===== src/rtl/rxb_pkg.sv =====
package rxb_pkg;
  typedef enum logic [1:0] {
    ERR_NONE   = 2'd0,
    ERR_SINGLE = 2'd1,
    ERR_CONT   = 2'd2
  } err_state_t;
endpackage


===== src/rtl/rxb_store.sv =====
module rxb_store #(
  parameter int DATA_W = 9,
  parameter int DEPTH  = 2,
  localparam int PTR_W = (DEPTH > 1) ? $clog2(DEPTH) : 1,
  localparam int CNT_W = $clog2(DEPTH + 1)
) (
  input  logic              clk,
  input  logic              rst_n,
  input  logic              flush,
  input  logic              push,
  input  logic              pop,
  input  logic [DATA_W-1:0] wdata,
  output logic [DATA_W-1:0] head,
  output logic [CNT_W-1:0]  count,
  output logic              full,
  output logic              empty
);
  logic [PTR_W-1:0]  wr_ptr, rd_ptr;
  logic [DATA_W-1:0] slot [DEPTH];

  function automatic logic [PTR_W-1:0] bump(input logic [PTR_W-1:0] p);
    return (p == PTR_W'(DEPTH - 1)) ? '0 : p + PTR_W'(1);
  endfunction

  for (genvar i = 0; i < DEPTH; i++) begin : g_slot
    always_ff @(posedge clk or negedge rst_n) begin
      if (!rst_n)
        slot[i] <= '0;
      else if (push && !flush && wr_ptr == PTR_W'(i))
        slot[i] <= wdata;
    end
  end

  always_ff @(posedge clk or negedge rst_n) begin
    if (!rst_n) begin
      wr_ptr <= '0;
      rd_ptr <= '0;
      count  <= '0;
    end else if (flush) begin
      wr_ptr <= '0;
      rd_ptr <= '0;
      count  <= '0;
    end else begin
      if (push) wr_ptr <= bump(wr_ptr);
      if (pop)  rd_ptr <= bump(rd_ptr);
      unique case ({push, pop})
        2'b10:   count <= count + CNT_W'(1);
        2'b01:   count <= count - CNT_W'(1);
        default: count <= count;
      endcase
    end
  end

  assign head  = slot[rd_ptr];
  assign full  = (count == CNT_W'(DEPTH));
  assign empty = (count == '0);
endmodule


===== src/rtl/rxb_gate.sv =====
module rxb_gate (
  input  logic port_en,
  input  logic err,
  input  logic in_valid,
  input  logic rd_lo_stb,
  input  logic full,
  input  logic empty,
  output logic in_ready,
  output logic push,
  output logic pop,
  output logic ovr_evt
);
  logic take;

  always_comb begin
    in_ready = port_en && !err;
    take     = in_valid && in_ready;
    pop      = port_en && rd_lo_stb && !empty;
    push     = take && (!full || pop);
    ovr_evt  = take && full && !pop;
  end
endmodule


===== src/rtl/rxb_errctl.sv =====
module rxb_errctl
  import rxb_pkg::*;
(
  input  logic clk,
  input  logic rst_n,
  input  logic port_en,
  input  logic cont_en,
  input  logic ovr_evt,
  input  logic rd_lo_stb,
  output logic err,
  output logic err_cont
);
  err_state_t st, st_nx;

  always_comb begin
    st_nx = st;
    if (!port_en) begin
      st_nx = ERR_NONE;
    end else begin
      unique case (st)
        ERR_NONE:   if (ovr_evt) st_nx = cont_en ? ERR_CONT : ERR_SINGLE;
        ERR_SINGLE: if (rd_lo_stb) st_nx = ERR_NONE;
        ERR_CONT:   if (!cont_en) st_nx = ERR_NONE;
        default:    st_nx = ERR_NONE;
      endcase
    end
  end

  always_ff @(posedge clk or negedge rst_n) begin
    if (!rst_n) st <= ERR_NONE;
    else        st <= st_nx;
  end

  assign err      = (st != ERR_NONE);
  assign err_cont = (st == ERR_CONT);
endmodule


===== src/rtl/rxb_top.sv =====
module rxb_top #(
  parameter int DATA_W = 9,
  parameter int LO_W   = 8,
  parameter int DEPTH  = 2,
  localparam int HI_W  = DATA_W - LO_W,
  localparam int CNT_W = $clog2(DEPTH + 1)
) (
  input  logic              clk,
  input  logic              rst_n,
  input  logic              port_en,
  input  logic              cont_en,
  input  logic              in_valid,
  output logic              in_ready,
  input  logic [DATA_W-1:0] in_data,
  input  logic              rd_lo_stb,
  output logic [LO_W-1:0]   dout_lo,
  output logic [HI_W-1:0]   dout_hi,
  output logic              rx_flag,
  output logic              ovr_err
);
  logic              push, pop, ovr_evt, full, empty, err_cont;
  logic [DATA_W-1:0] head;
  logic [CNT_W-1:0]  count;

  rxb_gate u_gate (
    .port_en   (port_en),
    .err       (ovr_err),
    .in_valid  (in_valid),
    .rd_lo_stb (rd_lo_stb),
    .full      (full),
    .empty     (empty),
    .in_ready  (in_ready),
    .push      (push),
    .pop       (pop),
    .ovr_evt   (ovr_evt)
  );

  rxb_store #(.DATA_W(DATA_W), .DEPTH(DEPTH)) u_store (
    .clk   (clk),
    .rst_n (rst_n),
    .flush (!port_en),
    .push  (push),
    .pop   (pop),
    .wdata (in_data),
    .head  (head),
    .count (count),
    .full  (full),
    .empty (empty)
  );

  rxb_errctl u_err (
    .clk       (clk),
    .rst_n     (rst_n),
    .port_en   (port_en),
    .cont_en   (cont_en),
    .ovr_evt   (ovr_evt),
    .rd_lo_stb (rd_lo_stb),
    .err       (ovr_err),
    .err_cont  (err_cont)
  );

  assign dout_lo = head[LO_W-1:0];
  assign dout_hi = head[DATA_W-1:LO_W];
  assign rx_flag = !empty;
endmodule


===== config.mk =====
export PLATFORM = sky130hd
export DESIGN_NAME = rxb_top
export DESIGN_NICKNAME = d
export VERILOG_FILES = /design/src/rtl/rxb_pkg.sv /design/src/rtl/rxb_store.sv /design/src/rtl/rxb_gate.sv /design/src/rtl/rxb_errctl.sv /design/src/rtl/rxb_top.sv
export SDC_FILE = /design/constraint.sdc
export NUM_CORES = 1
export LEC_CHECK = 0
export BUFFER_PORTS_ARGS = -buffer_cell sky130_fd_sc_hd__buf_4
export CORE_ASPECT_RATIO = 1.75
export CORE_MARGIN = 2
export CORE_UTILIZATION = 52
export DETAILED_ROUTE_END_ITERATION = 10
export PLACE_DENSITY_LB_ADDON = 0.25
export SYNTH_ARGS = -nofsm -noshare
export SYNTH_HDL_FRONTEND = slang
export SYNTH_SLANG_ARGS = --single-unit

===== constraint.sdc =====
create_clock -name clk -period 1.76 [get_ports clk]
set_input_delay 0.264 -clock clk [delete_from_list [all_inputs] [get_ports clk]]
set_output_delay 0.264 -clock clk [all_outputs]
set_load 0.02 [all_outputs]

==> results of run 1 <==
logic make-up (layout without fill, tap and decap cells):
| logic type | after synthesis | after routing | synth area share [%] |
|---|---|---|---|
| flops | 24 | 24 | 50.2 |
| mux | 28 | 28 | 29.0 |
| buf+inv | 7 | 39 | 3.45 |
| simple gates | 20 | 20 | 10.2 |
| xor+xnor | 2 | 2 | 1.46 |
| compound gates | 8 | 8 | 5.64 |
worst paths after layout:
path                                  startpoint                to  slack (ps)
worst max-delay path                 u_err.st[0]   u_store.slot[7]          80
worst min-delay path                  in_data[2]   u_store.slot[2]         240
worst max register to register       u_err.st[0]   u_store.slot[7]          80
worst min register to register  u_store.slot[16]  u_store.slot[16]         510
max in group asynchronous                  rst_n    u_store.rd_ptr        1080
min in group asynchronous                  rst_n  u_store.slot[15]         430
area by class of cell:
| cell class | instances | share of cell area [%] |
|---|---|---|
| clock buffers | 4 | 3.69 |
| inverters | 4 | 1.01 |
| multi-input cells | 58 | 37.2 |
| flip-flops and latches | 24 | 40.3 |
| well taps | 25 | 2.09 |
| repair buffers | 31 | 15.7 |
timing repair:
action,CTS,global route
gates resized for setup,0,2
hold buffers,1,0
endpoints found under the setup margin,0,18
hold endpoints to repair,24,0
buffers inserted,0,0
registers in the layout, indices dropped and copies added, names as in the netlist:
register	flops
u_err.st	2
u_store.slot	18
u_store.count	2
u_store.wr_ptr	1
u_store.rd_ptr	1
power breakdown:
part	switching [W]	internal (W)	total (W)
sequential	0.0000643	0.000658	0.000722
combinational	0.000172	0.000258	0.000430
clock	0.000158	0.000199	0.000358
through the flow:
stage	cell area (µm²)	power (W)	hold WS (ps)	worst slack [ps]	cells
after floorplan	1200	0.00100	-31.6	242	89
after global placement	1430	0.00114	177	92.4	141
after detailed placement	1430	0.00116	179	43.7	141
after CTS	1490	0.00152	238	34.2	146
after global routing	1490	0.00159	237	5.11	146
final	1490	0.00151	242	81.7	146
synthesized netlist by cell type, types with 2 or more instances:
cell type	number	area share, %
nor2_1	2	0.63
nand2_1	5	1.6
and2_2	2	1.3
dfrtp_1	24	50
xnor2_1	2	1.5
inv_1	4	1.3
buf_6	2	1.9
mux2_2	18	17
mux2_4	9	11
worst max-delay path: stages (launching register included):
cell,delay [ps]
dfrtp_1,440
nor2_4,180
o2111ai_2,150
or2_2,440
mux2_4,350
routing by layer:
layer	track usage (%)	share of wire [%]	vias up
met2	33.9	57	15
met4	7.50	0.81	0
met1	21.7	39	406
met3	1.97	2.8	2
met5	0	0	-
li1	-	-	373
==> flow_summary_export.csv, run 1 <==
group,metric,value,unit
global_routing,grt_pass1_vias,801,
logic_synthesis,ys_seq_area_share,50.2,%
cells_and_area,fin_util,66.6,%
run_status,status,"completed",
cells_and_area,drive_gt1_share,58.7,%
timing,fmax,596,MHz
timing,finalSetupViolations,0,
setup_path,cp.required,1910,ps
logic_synthesis,syn_nets,104,
cells_and_area,area_growth,24.8,%
logic_synthesis,yosysWarnings,0,
job,cap_violations,0,
clock_tree,cts.sinks,24,
logic_synthesis,avgSynthCellArea,13.5,µm²
placed_design,io_buffer_count,26,
clock_tree,cts_buffer_depth,2,
logic_synthesis,syn_area,0.00120,mm²
route,wirelength,2230,µm
logic_synthesis,synth_cell_types,30,
global_routing,grt_usage,19.0,%
logic_synthesis,synth_async_sr_flop_share,100,%
setup_path,worstPathArrival,1830,ps
route,drt_pass1_iterations,2,
global_routing,grt_max_degree,25,
cells_and_area,antenna_cells,0,
global_routing,grt_overflow,0,
cells_and_area,n_fill_cell,178,
timing,finalCritPeriodShare,95.4,%
global_routing,antenna_found_initial,0,
timing,finalMaxSlewViolations,0,
worst_hold_path,hp-class,"in -> reg",
cells_and_area,final_common_cell,"buf_4",
setup_path,cp_max_fo,9,
worst_hold_path,holdPathStages,2,
setup_path,worstSetupPathType,"reg -> reg",
global_routing,grt_pass1_wl,3540,µm
setup_path,rr_worst_depth,4,
route,drc,0,
clock_tree,cts_tree,"built",
cells_and_area,multi_input_area,556,µm²
timing,tightest_slew,329,ps
floorplanning,core,0.00224,mm²
timing,finalSetupTns,0,ps
floorplanning,io_pins,27,
placed_design,hpwl,1660,µm
timing,hold_viol,0,
clock_tree,clkLatencyLatePin,260,ps
route,post_drt_wl_per_cell,15.3,µm
logic_synthesis,synth-seq-cells,24,
route,num_vias,796,
clock_tree,root_buffer,"clkbuf_8",
logic_synthesis,synth_edf_count,0,
timing,fin_crit,1680,ps
timing,rsz0062_at_grt,"no",
cells_and_area,ff_latch_area,602,µm²
route,drt_iter0_markers,13,
clock_tree,cts_max_level,1,
timing,fin_skew,5.04,ps
route,routed_via_density,5.45,
cells_and_area,nets,137,
logic_synthesis,syn_inst,89,
floorplanning,dieArea,0.00272,mm²
floorplanning,dieWidth,40.3,µm
route,drtAntennaViolNets,0,
power_and_ir_drop,p_per_area,1010,mW/mm²
power_and_ir_drop,power_leakage,0.731,nW
setup_path,setup.worst_path.end_class,"register",
clock_tree,cts_buffers,3,
timing,slew_headroom,77.9,%
placed_design,gp_congestion,0.641,
floorplanning,start_util,53.3,%
floorplanning,dieHeight,67.5,µm
cells_and_area,final_cell_mix,"buf_4 (30), dfrtp_1 (23), mux2_2 (18)",
setup_path,start_kind,"register",
clock_tree,clk_pin_slew,80,ps
floorplanning,row_count,23,
logic_synthesis,ys.flop_type,"dfrtp_1",
power_and_ir_drop,ir_drop,0.000574,V
No activity file was read; power rests on OpenSTA's default activity.
==> run 2: changes to the inputs <==
- CORE_UTILIZATION: 52 -> 47
- clock period: 1.76 -> 1.4 ns (I/O delays scaled with it)
==> run 2 against run 1 <==
Compared with the run above: core utilization rose by 3.1 points; largest power group unchanged; sequential power grew 25%; combinational power rose by 60%; the flow now finishes with violations (setup timing).
==> flow_summary_export.csv, run 2 (synthesized netlist as in run 1, its figures left out) <==
group,metric,value,unit
floorplanning,start_util,48.6,%
placed_design,io_buffer_count,26,
setup_path,cp_max_fo,6,
worst_hold_path,hold_path.startpoint,"cont_en",
global_routing,grt_max_degree,25,
route,routed_via_density,5.36,
timing,slew_headroom,79.4,%
cells_and_area,final_cell_mix,"mux2_4 (23), buf_4 (23), dfrtp_1 (23)",
setup_path,rr_worst_depth,6,
clock_tree,root_buffer,"clkbuf_8",
cells_and_area,area_growth,43.2,%
timing,fin_skew,6.55,ps
global_routing,antenna_found_initial,0,
worst_hold_path,holdPathStages,3,
timing,finalMaxSlewViolations,0,
timing,tightest_slew,307,ps
cells_and_area,fin_util,69.6,%
setup_path,start_kind,"register",
global_routing,grt_usage,19.6,%
cells_and_area,antenna_cells,0,
cells_and_area,n_fill_cell,187,
global_routing,use_met1,23.9,%
job,cap_violations,0,
setup_path,rrSetupSlack,-100,ps
route,post_drt_wl_per_cell,16.2,µm
global_routing,met3_usage,1.79,%
cells_and_area,top_register,"u_store.slot",
route,drt_iter0_markers,2,
power_and_ir_drop,ir_drop,0.000617,V
clock_tree,clk_pin_slew,80,ps
route,drtAntennaViolNets,0,
timing,fin_ws,-97.1,ps
floorplanning,dieWidth,42.2,µm
setup_path,r2r_end,"u_store.slot[17]",
worst_hold_path,hp-class,"in -> reg",
clock_tree,cts_buffers,3,
clock_tree,cts.sinks,24,
placed_design,dpl_cell_area,0.00153,mm²
global_routing,grt_pass1_vias,978,
worst_hold_path,hold_end,"u_err.st[1]",
timing,fin_crit,1500,ps
cells_and_area,largest_reg_flops,18,
setup_path,worstPathArrival,1650,ps
power_and_ir_drop,power.net_switching,0.000537,W
timing,finalCritPeriodShare,107,%
setup_path,rr_startpoint,"u_err.st[0]",
clock_tree,cts_tree,"built",
cells_and_area,drive_gt1_share,62.6,%
cells_and_area,finish.instance_area,0.00171,mm²
floorplanning,io_pins,27,
power_and_ir_drop,power_leakage,0.855,nW
route,drc,0,
route,num_vias,842,
cells_and_area,nets,148,
global_routing,met2_usage,35.2,%
setup_path,setup.worst_path.end_class,"register",
floorplanning,dieArea,0.00298,mm²
setup_path,worstSetupPathType,"reg -> reg",
route,wirelength,2540,µm
floorplanning,core,0.00246,mm²
timing,rsz0062_at_grt,"yes",
setup_path,cp.required,1550,ps
placed_design,gp_congestion,0.679,
power_and_ir_drop,p_clk_share,20.2,%
floorplanning,row_count,24,
route,drt_pass1_iterations,2,
power_and_ir_drop,sequentialPowerShare,45.4,%
power_and_ir_drop,p_per_area,1160,mW/mm²
timing,fmax,668,MHz
timing,hold_viol,0,
global_routing,grt_pass1_wl,4510,µm
cells_and_area,reg.largest.list,"u_store.slot: 18 flops, u_err.st: 2 flops, u_store.count: 2 flops",
clock_tree,cts_max_level,1,
global_routing,grt_busiest_layer,"met2",
power_and_ir_drop,power_switching_share,26.9,%
placed_design,hpwl,1770,µm
run_status,violations,"setup timing",
power_and_ir_drop,p_comb_share,34.4,%
global_routing,grt_overflow,0,
timing,finalSetupViolations,29,
clock_tree,clkLatencyLatePin,260,ps
setup_path,crit_path_start,"u_err.st[0]",
power_and_ir_drop,power.internal,0.00146,W
run_status,status,"complete, but fails checks",
floorplanning,dieHeight,70.8,µm
clock_tree,cts_buffer_depth,2,
==> run 2: changes by cell type in the layout (fill, tap and decap cells not counted), sizes merged <==
| cell | before | now |
|---|---|---|
| clkbuf | 4 | 3 |
| buf | 30 | 41 |
==> run 2: how the worst max path moves through the flow <==
| stage | end | cells past startpoint |
|---|---|---|
| after global routing | u_store.slot[17] | 6 |
| final | u_store.slot[17] | 6 |
| after global placement | u_store.slot[9] | 6 |
| after CTS | u_store.slot[1] | 5 |
| after floorplan | u_store.slot[0] | 5 |
| after detailed placement | u_store.slot[11] | 6 |
==> run 2: critical path, stage by stage (launching register included) <==
cell and delay, ps:
dfrtp_1 420, nor2_4 150, o2111ai_4 120, buf_6 150, nor2_4 90, buf_6 150, mux2_4 300
==> run 2: repair_timing <==
action                     CTS  global route
hold endpoints to repair    24             0
buffers inserted             7             1
hold buffers                 1             0
gates resized for setup     23             8
pin swaps                    0             3
setup endpoints to repair   29            31
==> run 2: final cells by class <==
class | count | area (µm²) | share of cell area (%)
clock buffer | 3 | 41.3 | 2.41
multi-input combinational | 58 | 638 | 37.2
timing repair buffer | 42 | 385 | 22.5
sequential | 24 | 602 | 35.1
tap | 26 | 32.5 | 1.90
inverter | 4 | 15.0 | 0.876
==> run 2: power by group through the flow <==
stage          registers (W)  clock network, W  logic, W
3_5_place_dp        0.000920                 0  0.000580
3_3_place_gp        0.000915                 0  0.000565
4_1_cts             0.000903          0.000405  0.000673
5_1_grt             0.000926          0.000433  0.000728
2_1_floorplan       0.000889                 0  0.000402
6_report            0.000906          0.000403  0.000688
==> run 2: per-layer routing <==
metal	vias to the layer above	share of wire, %	routed length (µm)
met1	420	40	1010
met4	0	1.6	40
met5	-	0	0
met2	22	55	1400
met3	5	3.5	88
li1	395	-	-
==> run 2: per-stage QoR <==
step,setup TNS (ps),instances,hold slack (ps),power (W),setup WS (ps)
2_1_floorplan,-1380,89,-85.6,0.00129,-110
3_3_place_gp,-1570,147,126,0.00148,-102
3_5_place_dp,-2210,147,124,0.00150,-142
4_1_cts,-2350,158,184,0.00198,-125
5_1_grt,-3180,157,181,0.00209,-150
6_report,-2020,157,181,0.00200,-97.1
